==> src/rtl/blkdma_pkg.sv <==
package blkdma_pkg;

  localparam int CFG_W    = 8;
  localparam int CFG_USED = 6;
  localparam int GO_BIT   = 0;
  localparam int XREV_BIT = 1;
  localparam int YREV_BIT = 2;
  localparam int PATH_LO  = 3;
  localparam int OVR_BIT  = 5;

  typedef enum logic [1:0] {
    SP_VRAM = 2'd0,
    SP_ROM  = 2'd1,
    SP_XRAM = 2'd2
  } space_e;

  typedef enum logic [1:0] {
    PATH_V2V = 2'd0,
    PATH_R2V = 2'd1,
    PATH_X2V = 2'd2,
    PATH_V2X = 2'd3
  } path_e;

  typedef enum logic [1:0] {
    ST_IDLE = 2'd0,
    ST_RD   = 2'd1,
    ST_WR   = 2'd2
  } state_e;

  // strobes from control to datapath
  typedef struct packed {
    logic load;     // snapshot config and coordinates
    logic step;     // advance to the next element
    logic rdPhase;  // element read cycle
    logic wrPhase;  // element write cycle
  } strobe_t;

  function automatic space_e srcSpaceOf(input path_e p);
    case (p)
      PATH_R2V: return SP_ROM;
      PATH_X2V: return SP_XRAM;
      default:  return SP_VRAM;
    endcase
  endfunction

  function automatic space_e dstSpaceOf(input path_e p);
    if (p == PATH_V2X) return SP_XRAM;
    return SP_VRAM;
  endfunction

endpackage

==> src/rtl/blkdma_coord.sv <==
module blkdma_coord #(
  parameter int W = 4
) (
  input  logic         clk,
  input  logic         rstN,
  input  logic         load,
  input  logic [W-1:0] startVal,
  input  logic         adv,
  input  logic         rewind,
  input  logic         dec,
  output logic [W-1:0] pos
);

  logic [W-1:0] base;
  logic [W-1:0] stepped;

  assign stepped = dec ? pos - W'(1) : pos + W'(1);

  always_ff @(posedge clk or negedge rstN) begin
    if (!rstN) begin
      pos  <= '0;
      base <= '0;
    end else if (load) begin
      pos  <= startVal;
      base <= startVal;
    end else if (rewind) begin
      pos  <= base;
    end else if (adv) begin
      pos  <= stepped;
    end
  end

endmodule

==> src/rtl/blkdma_ctrl.sv <==
module blkdma_ctrl
  import blkdma_pkg::*;
(
  input  logic             clk,
  input  logic             rstN,
  input  logic             cfgWe,
  input  logic [CFG_W-1:0] cfgWdata,
  input  logic             lastElem,
  output logic [CFG_W-1:0] cfgQ,
  output strobe_t          strb,
  output logic             busy,
  output logic             done
);

  logic [CFG_USED-1:0] cfgReg;
  state_e              state, stateNx;
  logic                finish;
  logic                go;

  assign go   = cfgReg[GO_BIT];
  assign cfgQ = {{(CFG_W-CFG_USED){1'b0}}, cfgReg};
  assign busy = (state != ST_IDLE);

  always_comb begin
    stateNx = state;
    strb    = '0;
    finish  = 1'b0;
    unique case (state)
      ST_IDLE: begin
        if (go) begin
          strb.load = 1'b1;
          stateNx   = ST_RD;
        end
      end
      ST_RD: begin
        if (!go) begin
          stateNx = ST_IDLE;
        end else begin
          strb.rdPhase = 1'b1;
          stateNx      = ST_WR;
        end
      end
      ST_WR: begin
        strb.wrPhase = 1'b1;
        strb.step    = 1'b1;
        if (lastElem) begin
          finish  = 1'b1;
          stateNx = ST_IDLE;
        end else if (!go) begin
          stateNx = ST_IDLE;
        end else begin
          stateNx = ST_RD;
        end
      end
      default: stateNx = ST_IDLE;
    endcase
  end

  always_ff @(posedge clk or negedge rstN) begin
    if (!rstN) begin
      state  <= ST_IDLE;
      cfgReg <= '0;
      done   <= 1'b0;
    end else begin
      state <= stateNx;
      done  <= finish && go;
      if (cfgWe) begin
        cfgReg <= cfgWdata[CFG_USED-1:0];
      end else if (finish) begin
        cfgReg[GO_BIT] <= 1'b0;
      end
    end
  end

endmodule

==> src/rtl/blkdma_dpath.sv <==
module blkdma_dpath
  import blkdma_pkg::*;
#(
  parameter int XW = 4,
  parameter int YW = 4,
  parameter int DW = 8
) (
  input  logic                clk,
  input  logic                rstN,
  input  strobe_t             strb,
  input  logic [CFG_USED-1:0] cfgSnap,
  input  logic [XW-1:0]       blkWM1,
  input  logic [YW-1:0]       blkHM1,
  input  logic [XW-1:0]       srcX0,
  input  logic [YW-1:0]       srcY0,
  input  logic [XW-1:0]       dstX0,
  input  logic [YW-1:0]       dstY0,
  input  logic [DW-1:0]       srcRdata,
  input  logic [DW-1:0]       dstRdata,
  output logic                lastElem,
  output logic                ovrMode,
  output logic [1:0]          srcSpace,
  output logic [1:0]          dstSpace,
  output logic [XW+YW-1:0]    srcAddr,
  output logic [XW+YW-1:0]    dstAddr,
  output logic [DW-1:0]       dstWdata
);

  localparam int NAX = 4;  // source x, source y, destination x, destination y

  logic [XW-1:0] xCnt, wLat;
  logic [YW-1:0] yCnt, hLat;
  logic          xRev, yRev;
  path_e         pathLat;
  logic          rowEnd;

  assign rowEnd   = (xCnt == wLat);
  assign lastElem = rowEnd && (yCnt == hLat);

  always_ff @(posedge clk or negedge rstN) begin
    if (!rstN) begin
      xCnt    <= '0;
      yCnt    <= '0;
      wLat    <= '0;
      hLat    <= '0;
      xRev    <= 1'b0;
      yRev    <= 1'b0;
      pathLat <= PATH_V2V;
      ovrMode <= 1'b0;
    end else if (strb.load) begin
      xCnt    <= '0;
      yCnt    <= '0;
      wLat    <= blkWM1;
      hLat    <= blkHM1;
      xRev    <= cfgSnap[XREV_BIT];
      yRev    <= cfgSnap[YREV_BIT];
      pathLat <= path_e'(cfgSnap[PATH_LO+1:PATH_LO]);
      ovrMode <= cfgSnap[OVR_BIT];
    end else if (strb.step) begin
      if (rowEnd) begin
        xCnt <= '0;
        yCnt <= yCnt + YW'(1);
      end else begin
        xCnt <= xCnt + XW'(1);
      end
    end
  end

  // per-axis control: x axes advance per element and rewind at row end,
  // y axes advance only at row end
  logic [NAX-1:0] axAdv, axRew, axDec;
  logic [XW-1:0]  sxPos, dxPos;
  logic [YW-1:0]  syPos, dyPos;

  generate
    for (genvar a = 0; a < NAX; a++) begin : g_axis
      localparam bit IS_X   = (a % 2) == 0;
      localparam bit IS_SRC = a < 2;
      if (IS_X) begin : g_x
        assign axAdv[a] = strb.step && !rowEnd;
        assign axRew[a] = strb.step && rowEnd;
        assign axDec[a] = IS_SRC ? xRev : 1'b0;
        logic [XW-1:0] posX;
        blkdma_coord #(.W(XW)) coord_i (
          .clk      (clk),
          .rstN     (rstN),
          .load     (strb.load),
          .startVal (IS_SRC ? srcX0 : dstX0),
          .adv      (axAdv[a]),
          .rewind   (axRew[a]),
          .dec      (axDec[a]),
          .pos      (posX)
        );
        if (IS_SRC) begin : g_s
          assign sxPos = posX;
        end else begin : g_d
          assign dxPos = posX;
        end
      end else begin : g_y
        assign axAdv[a] = strb.step && rowEnd;
        assign axRew[a] = 1'b0;
        assign axDec[a] = IS_SRC ? yRev : 1'b0;
        logic [YW-1:0] posY;
        blkdma_coord #(.W(YW)) coord_i (
          .clk      (clk),
          .rstN     (rstN),
          .load     (strb.load),
          .startVal (IS_SRC ? srcY0 : dstY0),
          .adv      (axAdv[a]),
          .rewind   (axRew[a]),
          .dec      (axDec[a]),
          .pos      (posY)
        );
        if (IS_SRC) begin : g_s
          assign syPos = posY;
        end else begin : g_d
          assign dyPos = posY;
        end
      end
    end
  endgenerate

  assign srcAddr  = {syPos, sxPos};
  assign dstAddr  = {dyPos, dxPos};
  assign srcSpace = srcSpaceOf(pathLat);
  assign dstSpace = dstSpaceOf(pathLat);
  assign dstWdata = ovrMode ? srcRdata : (srcRdata | dstRdata);

endmodule

==> src/rtl/blkdma_top.sv <==
module blkdma_top
  import blkdma_pkg::*;
#(
  parameter int XW = 4,
  parameter int YW = 4,
  parameter int DW = 8
) (
  input  logic             clk,
  input  logic             rstN,
  input  logic             cfgWe,
  input  logic [7:0]       cfgWdata,
  output logic [7:0]       cfgQ,
  input  logic [XW-1:0]    blkWM1,
  input  logic [YW-1:0]    blkHM1,
  input  logic [XW-1:0]    srcX0,
  input  logic [YW-1:0]    srcY0,
  input  logic [XW-1:0]    dstX0,
  input  logic [YW-1:0]    dstY0,
  output logic             srcRdEn,
  output logic [1:0]       srcSpace,
  output logic [XW+YW-1:0] srcAddr,
  input  logic [DW-1:0]    srcRdata,
  output logic             dstRdEn,
  output logic             dstWrEn,
  output logic [1:0]       dstSpace,
  output logic [XW+YW-1:0] dstAddr,
  input  logic [DW-1:0]    dstRdata,
  output logic [DW-1:0]    dstWdata,
  output logic             busy,
  output logic             done
);

  strobe_t strb;
  logic    lastElem;
  logic    ovrMode;

  blkdma_ctrl ctrl_i (
    .clk      (clk),
    .rstN     (rstN),
    .cfgWe    (cfgWe),
    .cfgWdata (cfgWdata),
    .lastElem (lastElem),
    .cfgQ     (cfgQ),
    .strb     (strb),
    .busy     (busy),
    .done     (done)
  );

  blkdma_dpath #(.XW(XW), .YW(YW), .DW(DW)) dpath_i (
    .clk      (clk),
    .rstN     (rstN),
    .strb     (strb),
    .cfgSnap  (cfgQ[CFG_USED-1:0]),
    .blkWM1   (blkWM1),
    .blkHM1   (blkHM1),
    .srcX0    (srcX0),
    .srcY0    (srcY0),
    .dstX0    (dstX0),
    .dstY0    (dstY0),
    .srcRdata (srcRdata),
    .dstRdata (dstRdata),
    .lastElem (lastElem),
    .ovrMode  (ovrMode),
    .srcSpace (srcSpace),
    .dstSpace (dstSpace),
    .srcAddr  (srcAddr),
    .dstAddr  (dstAddr),
    .dstWdata (dstWdata)
  );

  assign srcRdEn = strb.rdPhase;
  assign dstRdEn = strb.rdPhase && !ovrMode;
  assign dstWrEn = strb.wrPhase;

endmodule

==> config.mk <==
export PLATFORM = sky130hd
export DESIGN_NAME = blkdma_top
export DESIGN_NICKNAME = d
export VERILOG_FILES = /design/src/rtl/blkdma_pkg.sv /design/src/rtl/blkdma_coord.sv /design/src/rtl/blkdma_ctrl.sv /design/src/rtl/blkdma_dpath.sv /design/src/rtl/blkdma_top.sv
export SDC_FILE = /design/constraint.sdc
export NUM_CORES = 1
export LEC_CHECK = 0
export ABC_CLOCK_PERIOD_IN_PS = 1600
export BUFFER_PORTS_ARGS = -buffer_cell sky130_fd_sc_hd__clkbuf_2
export CAP_MARGIN = 0
export CORE_ASPECT_RATIO = 1.75
export CORE_MARGIN = 2
export CORE_UTILIZATION = 40
export CTS_BUF_LIST = sky130_fd_sc_hd__clkbuf_4 sky130_fd_sc_hd__clkbuf_8
export DETAILED_ROUTE_END_ITERATION = 10
export GPL_ROUTABILITY_DRIVEN = 0
export PLACE_DENSITY = 0.68
export REMOVE_ABC_BUFFERS = 1
export SLEW_MARGIN = 30
export SYNTH_ARGS = -nofsm -noshare
export SYNTH_HDL_FRONTEND = slang
export SYNTH_SLANG_ARGS = --single-unit
==> constraint.sdc <==
create_clock -name clk -period 1.6 [get_ports clk]
set_input_delay 0.32 -clock clk [delete_from_list [all_inputs] [get_ports clk]]
set_output_delay 0.32 -clock clk [all_outputs]
set_load 0.005 [all_outputs]
==> parameters.txt, run 1 <==
Parameter                              Value

Cells and area
  Non-Filler Instances ... a little under 500
  Layout overhead on the synthesized area ... 34.3%
  N_diodes ... 0
  Commonest non-fill, non-tap cell in the layout ... clkbuf_2
  Summed area of non-filler cells in the final layout ... approximately 3800 um2
  Fraction of final layout cells sized beyond drive strength 1 ... approximately two fifths
  Number of fill cells ... between 600 and 700
  Total Nets Final ... between 400 and 500
  Final design utilization ... between 50% and 60%
  Commonest non-fill, non-tap cells in the layout ... 85 x clkbuf_2, 71 x nand2_1, 51 x dfrtp_1, 25 x buf_4, 14 x o21ai_0

Synth
  Share of flip-flops with an asynchronous set or reset ... 100%
  Post-synthesis average cell area ... roughly 9.5 um2
  Sequential-to-total area share from yosys stat ... 48.2%
  Combinational family with the most area after synthesis ... simple AND/OR/NAND/NOR gates
  Adder and majority gate portion of the synthesized area ... roughly 5.0%
  Xor and xnor fraction of the mapped netlist area ... roughly 6%
  Commonest register cell after synthesis ... dfrtp_1
  Yosys cell types ... just over 50
  Multiplexer area fraction after synthesis ... under 10%
  Count of flip-flops with a built-in enable after synthesis ... 0
  Synthesized-area fraction occupied by ao, oa, aoi and oai cells ... between 10% and 20%
  Post-synthesis cell count ... around 290
  Cell Area, Synth ... about 2800 um2
  Warnings from Yosys ... 0
  Count of state elements after synthesis ... 54
  Basic-gate share of the synthesized area counting and, or, nand and nor cells ... between 15 and 20%

CTS
  CTS Hold Bufs ... 0
  Clock-pin slew on the worst setup and hold paths ... roughly 0.090 ns
  Clock root buffer master ... clkbuf_8
  Num CTS Buffers ... 5
  Clock tree from TritonCTS ... yes
  Clock buffer depth ... 2
  Depth of the CTS H-tree ... 2
  CTS sink count ... 54
  Clock latency of the later-clocked register in the worst-skew pair ... between 0.3 and 0.4 ns

Min path
  Worst min-delay path category ... in -> async

Place
  Placed Area ... roughly 3500 um2
  # port buffers ... 86
  HPWL after detailed placement ... between 5 and 6 mm
  Cell count after placement ... roughly 480
  Pre-CTS WS ... -0.0258 ns

Setup path
  Slack of the worst reg-to-reg path ... roughly 0.040 ns
  Setup CP Type ... reg -> out
  Crit path launch ... ctrl_i.state[0]$_DFFE_PN0P_
  Reg-to-reg endpoint ... dpath_i.g_axis[0].g_x.coord_i.pos[0]$_DFFE_PN0P_
  Source of the worst register-to-register timing path ... dpath_i.xCnt[0]$_DFFE_PN0P_
  Crit path required time ... between 1 and 1.5 ns
  Cells on worst reg2reg path ... 6
  Largest fanout on the critical path ... 8
  Kind of launch point of the worst setup path ... register
  Arrival time of the worst setup path ... ~1.3 ns
  Critical path endpoint category ... output port

Detailed routing
  Routed wire length ... slightly below 7 mm
  Via density per instance ... 5.01
  Initial drt markers ... between 80 and 90
  Routed len/inst ... roughly 14 um
  Via Count ... between 2,000 and 2,500
  Routed wl met3 ... 308 um
  Number of search-and-repair iterations in the first detailed-routing pass ... 4
  DRC violation count after routing ... 0
  Met2 Routed Length ... about 3.7 mm
  Final antenna-violating net count ... 0
  Top Layer Used ... met4
  Routed metal-1 wire length ... around 2.6 mm

Timing
  Number of max-slew violations in the final report ... 0
  Final hold violation count ... 25
  Setup WS post-layout ... 0.0133 ns
  Unrepaired setup endpoints after global routing ... true
  Hold slack ... -0.00733 ns
  Number of setup violations in the final report ... 0
  Time the final worst path needs with I/O delays and setup ... roughly 1.6 ns
  Post-Route Skew ... 0.00381 ns
  Share of the cycle needed by the critical path after routing ... 99.2%
  Maximum achievable frequency ... around 630 MHz

Global route
  GRT Total Usage ... about a fifth
  Initial antenna violation count ... 0
  Number of global-route vias before repair ... 2,423
  Largest net degree at the start of global routing ... 55
  Leftover overflow at the end of global routing ... 0
  Global-route wire length before repair ... about 11 mm

Power
  Leakage power ... slightly below 0.002 uW
  PnR Total Power ... between 4000 and 5000 uW
  P per Cell Area ... between 1000 and 1500 nW/um2
  IR Drop Worst-Case VDD ... around 550 uV

Floorplanning
  Area of the die ... 7730 um2
  Area of the placeable core ... slightly below 7000 um2
  Starting density of the core ... 41.2%
  Vert. Die Dim ... between 100 and 150 um
  Top Ports ... between 90 and 100
  Row Count ... 40
  Width of the die ... about 67 um

Outcome
  Status ... complete, but fails checks
  Violated checks ... negative hold slack

Run
  Max-cap viol count ... 0
## registers in the layout, indices dropped and copies added (netlist names)
| name | count |
|---|---|
| dpath_i.g_axis.g_y.coord_i.pos | 8 |
| ctrl_i.cfgReg | 6 |
| dpath_i.yRev | 1 |
| dpath_i.hLat | 4 |
| ctrl_i.done | 1 |
| dpath_i.yCnt | 4 |
| dpath_i.pathLat | 2 |
| dpath_i.wLat | 4 |
| ctrl_i.state | 2 |
| dpath_i.g_axis.g_x.coord_i.pos | 8 |
| dpath_i.g_axis.g_x.coord_i.base | 8 |
| dpath_i.ovrMode | 1 |
| dpath_i.xCnt | 4 |
| dpath_i.xRev | 1 |
## power by group
group | leakage, uW | switching, uW | internal (uW)
clock network | 0.0000517 | 447 | 367
registers | 0.000660 | 301 | 1700
logic | 0.00126 | 975 | 1060
## cells by family (layout without fill, tap and decap cells)
family / after synthesis / in the layout
buf+inv: 28 / 140
fa+ha+maj: 10 / 10
compound gates: 55 / 55
other cells: 1 / 3
simple gates: 119 / 119
mux: 8 / 8
flops: 54 / 54
xor+xnor: 19 / 19
## worst max path at each step
stage | slack [ns] | cells past startpoint | to
6_report | 0.01 | 3 | busy
5_1_grt | -0.04 | 6 | ctrl_i.cfgReg[0]$_DFFE_PN0P_
4_1_cts | 0.001 | 6 | dpath_i.g_axis[0].g_x.coord_i.pos[3]$_DFFE_PN0P_
3_5_place_dp | -0.03 | 6 | dpath_i.g_axis[0].g_x.coord_i.pos[3]$_DFFE_PN0P_
3_3_place_gp | -0.02 | 6 | dpath_i.g_axis[0].g_x.coord_i.pos[3]$_DFFE_PN0P_
2_1_floorplan | -1.04 | 5 | dpath_i.g_axis[3].g_y.coord_i.pos[1]$_DFFE_PN0P_
## routing by layer
layer / GRT usage, % / vias to the layer above
met2: 33.2 / 60
met5: 0 / -
li1: - / 1208
met4: 9.93 / 0
met3: 3.33 / 17
met1: 22.9 / 1182
## synth_stat cells, drive strengths merged (2+ instances only)
library cell,number,area share (%)
nand2,73,10
dfrtp,54,48
o21ai,18,3.2
nor2,14,2.5
buf,13,2.9
xnor2,12,3.7
a21oi,11,2.4
a21o,10,2.7
inv,10,1.3
nand3,10,1.8
ha,8,3.6
xor2,7,2.2
mux2,5,2.0
nor2b,4,0.89
nor3,4,0.89
clkbuf,3,0.40
mux2i,3,1.1
nand2b,3,0.94
nand4,3,0.89
or2,3,0.67
a31oi,2,0.45
clkinv,2,0.27
fa,2,1.4
o211ai,2,0.54
o221ai,2,0.62
## metrics by stage
stage | TNS [ns] | hold WS, ns
3_5_place_dp | -0.0258 | 0.355
6_report | 0 | -0.00733
5_1_grt | -0.155 | 0.0100
2_1_floorplan | -18.91 | 0.0244
4_1_cts | 0 | 0.000386
3_3_place_gp | -0.0161 | 0.340
## worst max-delay path, cell delays in order, from the launching register on
cell and delay [ns]:
dfrtp_2 0.48, buf_6 0.14, or2_4 0.22, clkbuf_2 0.11
## repair_timing
item | in CTS | in global routing
resized for setup | 12 | 17
endpoints found under the setup margin | 5 | 24
setup buffers | 4 | 4
pin swaps | 2 | 13
gates cloned | 0 | 1
## cell type report
cell class	count	area [um2]	area share (%)
well taps	84	105	2.79
inverters	12	53.8	1.43
multi-input cells	214	1400	37.2
clock inverters	1	5.00	0.133
clock buffers	7	90.1	2.39
repair inverters	1	7.51	0.199
repair buffers	119	752	20.0
flip-flops and latches	54	1360	36.0
Power figures use the tool's default switching activity.
==> inputs of run 2 (changes only) <==
- PLACE_DENSITY: 0.68 -> not set
- PLACE_DENSITY_LB_ADDON: not set -> 0.3
==> run 2 against run 1 <==
Effect of this change:
- the run ends with negative setup slack left
- critical path depth rose by 3
- worst hold slack gained 0.19 ns
- global-route usage fell by 0.40 points
- combinational power down 2%
- register-to-register slack lost 0.04 ns
- largest cell class unchanged
- first-iteration DRC count increased by 35%
- count of clock-buffer cells in the layout down 1
==> parameters.txt, run 2 (same netlist as run 1, synthesis figures left out) <==
Parameter                              Value

Outcome
  Status ... complete, but fails checks
  Violated checks ... negative setup slack

Power
  Logic gate share of total power ... 41.1% (-0.9 points)
  Leakage power ... 0.00196 uW (-0.37%)
  P per Cell Area ... 1280 nW/um2 (-0.13%)
  Sw frac ... 35.9% (+0.34 points)
  Flop pwr share ... 41.5% (+0.3 points)
  Internal power of the cells ... 3090 uW (-1.2%)
  IR Drop Worst-Case VDD ... 772 uV (+39%)
  Switching power ... 1730 uW (+0.32%)
  Portion of total power attributed to the clock network ... 17.3% (+0.5 points)

CTS
  Depth of the CTS H-tree ... 2 (unchanged)
  CTS sink count ... 54 (unchanged)
  Num CTS Buffers ... 5 (unchanged)
  Clock latency of the later-clocked register in the worst-skew pair ... 0.32 ns (about the same)
  Clock root buffer master ... clkbuf_8
  Clock buffer depth ... 2 (unchanged)
  Clock tree from TritonCTS ... yes
  Clock-pin slew on the worst setup and hold paths ... 0.10 ns (about the same)

Detailed routing
  Final antenna-violating net count ... 0 (unchanged)
  Initial drt markers ... 109 (+35%)
  Routed len/inst ... 13.9 um (-0.14%)
  DRC violation count after routing ... 0 (unchanged)
  Via Count ... 2,409 (-2.4%)
  Via density per instance ... 4.87 (-2.9%)
  Routed wire length ... 6.91 mm (+0.47%)
  Number of search-and-repair iterations in the first detailed-routing pass ... 4 (unchanged)

Cells and area
  Fraction of final layout cells sized beyond drive strength 1 ... 39.4% (-0.78 points)
  Largest registers ... dpath_i.g_axis.g_x.coord_i.base x8, dpath_i.g_axis.g_x.coord_i.pos x8, dpath_i.g_axis.g_y.coord_i.pos x8
  Final design utilization ... 55.1% (-0.28 points)
  Non-Filler Instances ... 495 (+0.61%)
  Layout overhead on the synthesized area ... 33.7%
  Summed area of non-filler cells in the final layout ... 3750 um2 (-0.50%)
  Total Nets Final ... 471 (+0.64%)
  Commonest non-fill, non-tap cell in the layout ... clkbuf_2
  N_diodes ... 0 (unchanged)
  Commonest non-fill, non-tap cells in the layout ... 86 x clkbuf_2, 72 x nand2_1, 51 x dfrtp_1, 30 x buf_4, 16 x o21ai_0

Setup path
  Critical path endpoint category ... register
  Largest fanout on the critical path ... 4 (-4)
  Setup CP Type ... reg -> reg
  Arrival time of the worst setup path ... 1.85 ns (+0.58 ns)
  Crit path required time ... 1.85 ns (+0.57 ns)
  Kind of launch point of the worst setup path ... register
  Cells on worst reg2reg path ... 6 (unchanged)

Global route
  Global-route wire length before repair ... 11.2 mm (-0.97%)
  Leftover overflow at the end of global routing ... 0 (unchanged)
  Number of global-route vias before repair ... 2,390 (-1.4%)
  GRT Total Usage ... 19.0% (-0.40 points)
  Initial antenna violation count ... 0 (unchanged)
  Largest net degree at the start of global routing ... 55 (unchanged)

Timing
  Hold slack ... 0.185 ns (+0.192 ns)
  Number of max-slew violations in the final report ... 0 (unchanged)
  Maximum achievable frequency ... 625 MHz (-0.88%)
  Unrepaired setup endpoints after global routing ... true
  Time the final worst path needs with I/O delays and setup ... 1.60 ns (+0.0141 ns)
  Setup Total Neg Slack ... -0.000772 ns (-0.000772 ns)
  Post-Route Skew ... 0.00356 ns (-0.000249 ns)
  Share of the cycle needed by the critical path after routing ... 100% (+0.88 points)
  Number of setup violations in the final report ... 1 (+1)
  Final hold violation count ... 0 (-100%)
  Setup WS post-layout ... -0.000772 ns (-0.0141 ns)

Floorplanning
  Top Ports ... 92 (unchanged)
  Row Count ... 40 (unchanged)
  Area of the placeable core ... 6810 um2 (unchanged)
  Area of the die ... 7730 um2 (unchanged)
  Vert. Die Dim ... 115 um (unchanged)
  Starting density of the core ... 41.2% (unchanged)
  Width of the die ... 67.3 um (unchanged)

Place
  Placed Area ... 3470 um2 (-0.93%)
  HPWL after detailed placement ... 5.20 mm (+1.0%)
  Cell count after placement ... 475 (-0.21%)
  # port buffers ... 86 (unchanged)

Min path
  Worst min-delay path category ... in -> reg
  Cells on Worst Hold Path ... 3

Run
  Max-cap viol count ... 0 (unchanged)
==> run 2: changes by cell type in the layout (fill, tap and decap cells not counted), sizes merged <==
cell	change
buf	+1
clkinv	-1
clkinvlp	+1
dlygate4sd3	+1
inv	+1
==> run 2: routing by layer <==
metal | global-route usage, % | wire length (um) | vias to the layer above
met5 | 0 | 0 | -
met4 | 5.44 | 78 | 0
met3 | 3.62 | 260 | 6
li1 | - | - | 1211
met2 | 34.0 | 3850 | 46
met1 | 22.8 | 2710 | 1146
==> run 2: cell type report <==
| class | instances | area (um2) |
|---|---|---|
| clock buffers | 6 | 82.6 |
| clock inverters | 2 | 16.3 |
| fillers | 648 | 3060 |
| inverters | 12 | 53.8 |
| multi-input cells | 214 | 1390 |
| flip-flops and latches | 54 | 1360 |
| well taps | 84 | 105 |
| repair buffers | 122 | 739 |
| repair inverters | 1 | 5.00 |
==> run 2: metrics by stage <==
step / setup WS, ns / total power, uW
floorplan: -1.04 / 3050
global placement: -0.0139 / 3780
detailed placement: -0.0436 / 3860
CTS: 0.00217 / 4800
global route: -0.102 / 5200
finish: -0.000772 / 4820
==> run 2: path summary, 6_finish.rpt <==
| check | from | end | slack (ns) |
|---|---|---|---|
| max | dpath_i.xCnt[1]$_DFFE_PN0P_ | dpath_i.g_axis[0].g_x.coord_i.pos[0]$_DFFE_PN0P_ | -0.0008 |
| min | blkHM1[1] | dpath_i.hLat[1]$_DFFE_PN0P_ | 0.18 |
| max reg2reg | dpath_i.xCnt[1]$_DFFE_PN0P_ | dpath_i.g_axis[0].g_x.coord_i.pos[0]$_DFFE_PN0P_ | -0.0008 |
| min reg2reg | dpath_i.g_axis[2].g_x.coord_i.base[3]$_DFFE_PN0P_ | dpath_i.g_axis[2].g_x.coord_i.base[3]$_DFFE_PN0P_ | 0.48 |
| max in group asynchronous | rstN | dpath_i.ovrMode$_DFFE_PN0P_ | 0.79 |
| min in group asynchronous | rstN | ctrl_i.cfgReg[2]$_DFFE_PN0P_ | 0.54 |
==> run 2: power by group through the flow <==
stage	combinational (uW)	sequential (uW)	clock (uW)
6_report	1980	2000	834
5_1_grt	2230	2060	915
4_1_cts	1940	2000	863
3_5_place_dp	1850	2010	0
3_3_place_gp	1790	1990	0
2_1_floorplan	1070	1980	0
==> run 2: worst max-delay path, cell delays in order (launching register included) <==
cell     delay, ns
dfrtp_1       0.42
xnor2_2       0.20
and4_4        0.29
buf_4         0.13
nand2_4       0.07
o221a_2       0.30
a21oi_2       0.13
==> run 2: repair_timing <==
action                                  CTS  global route
pin swaps                                 4             5
hold buffers                              1             0
gates cloned                              0             1
setup buffers                             5             5
endpoints found under the setup margin    9            21
endpoints found under the hold margin    23             0
resized for setup                        13             8
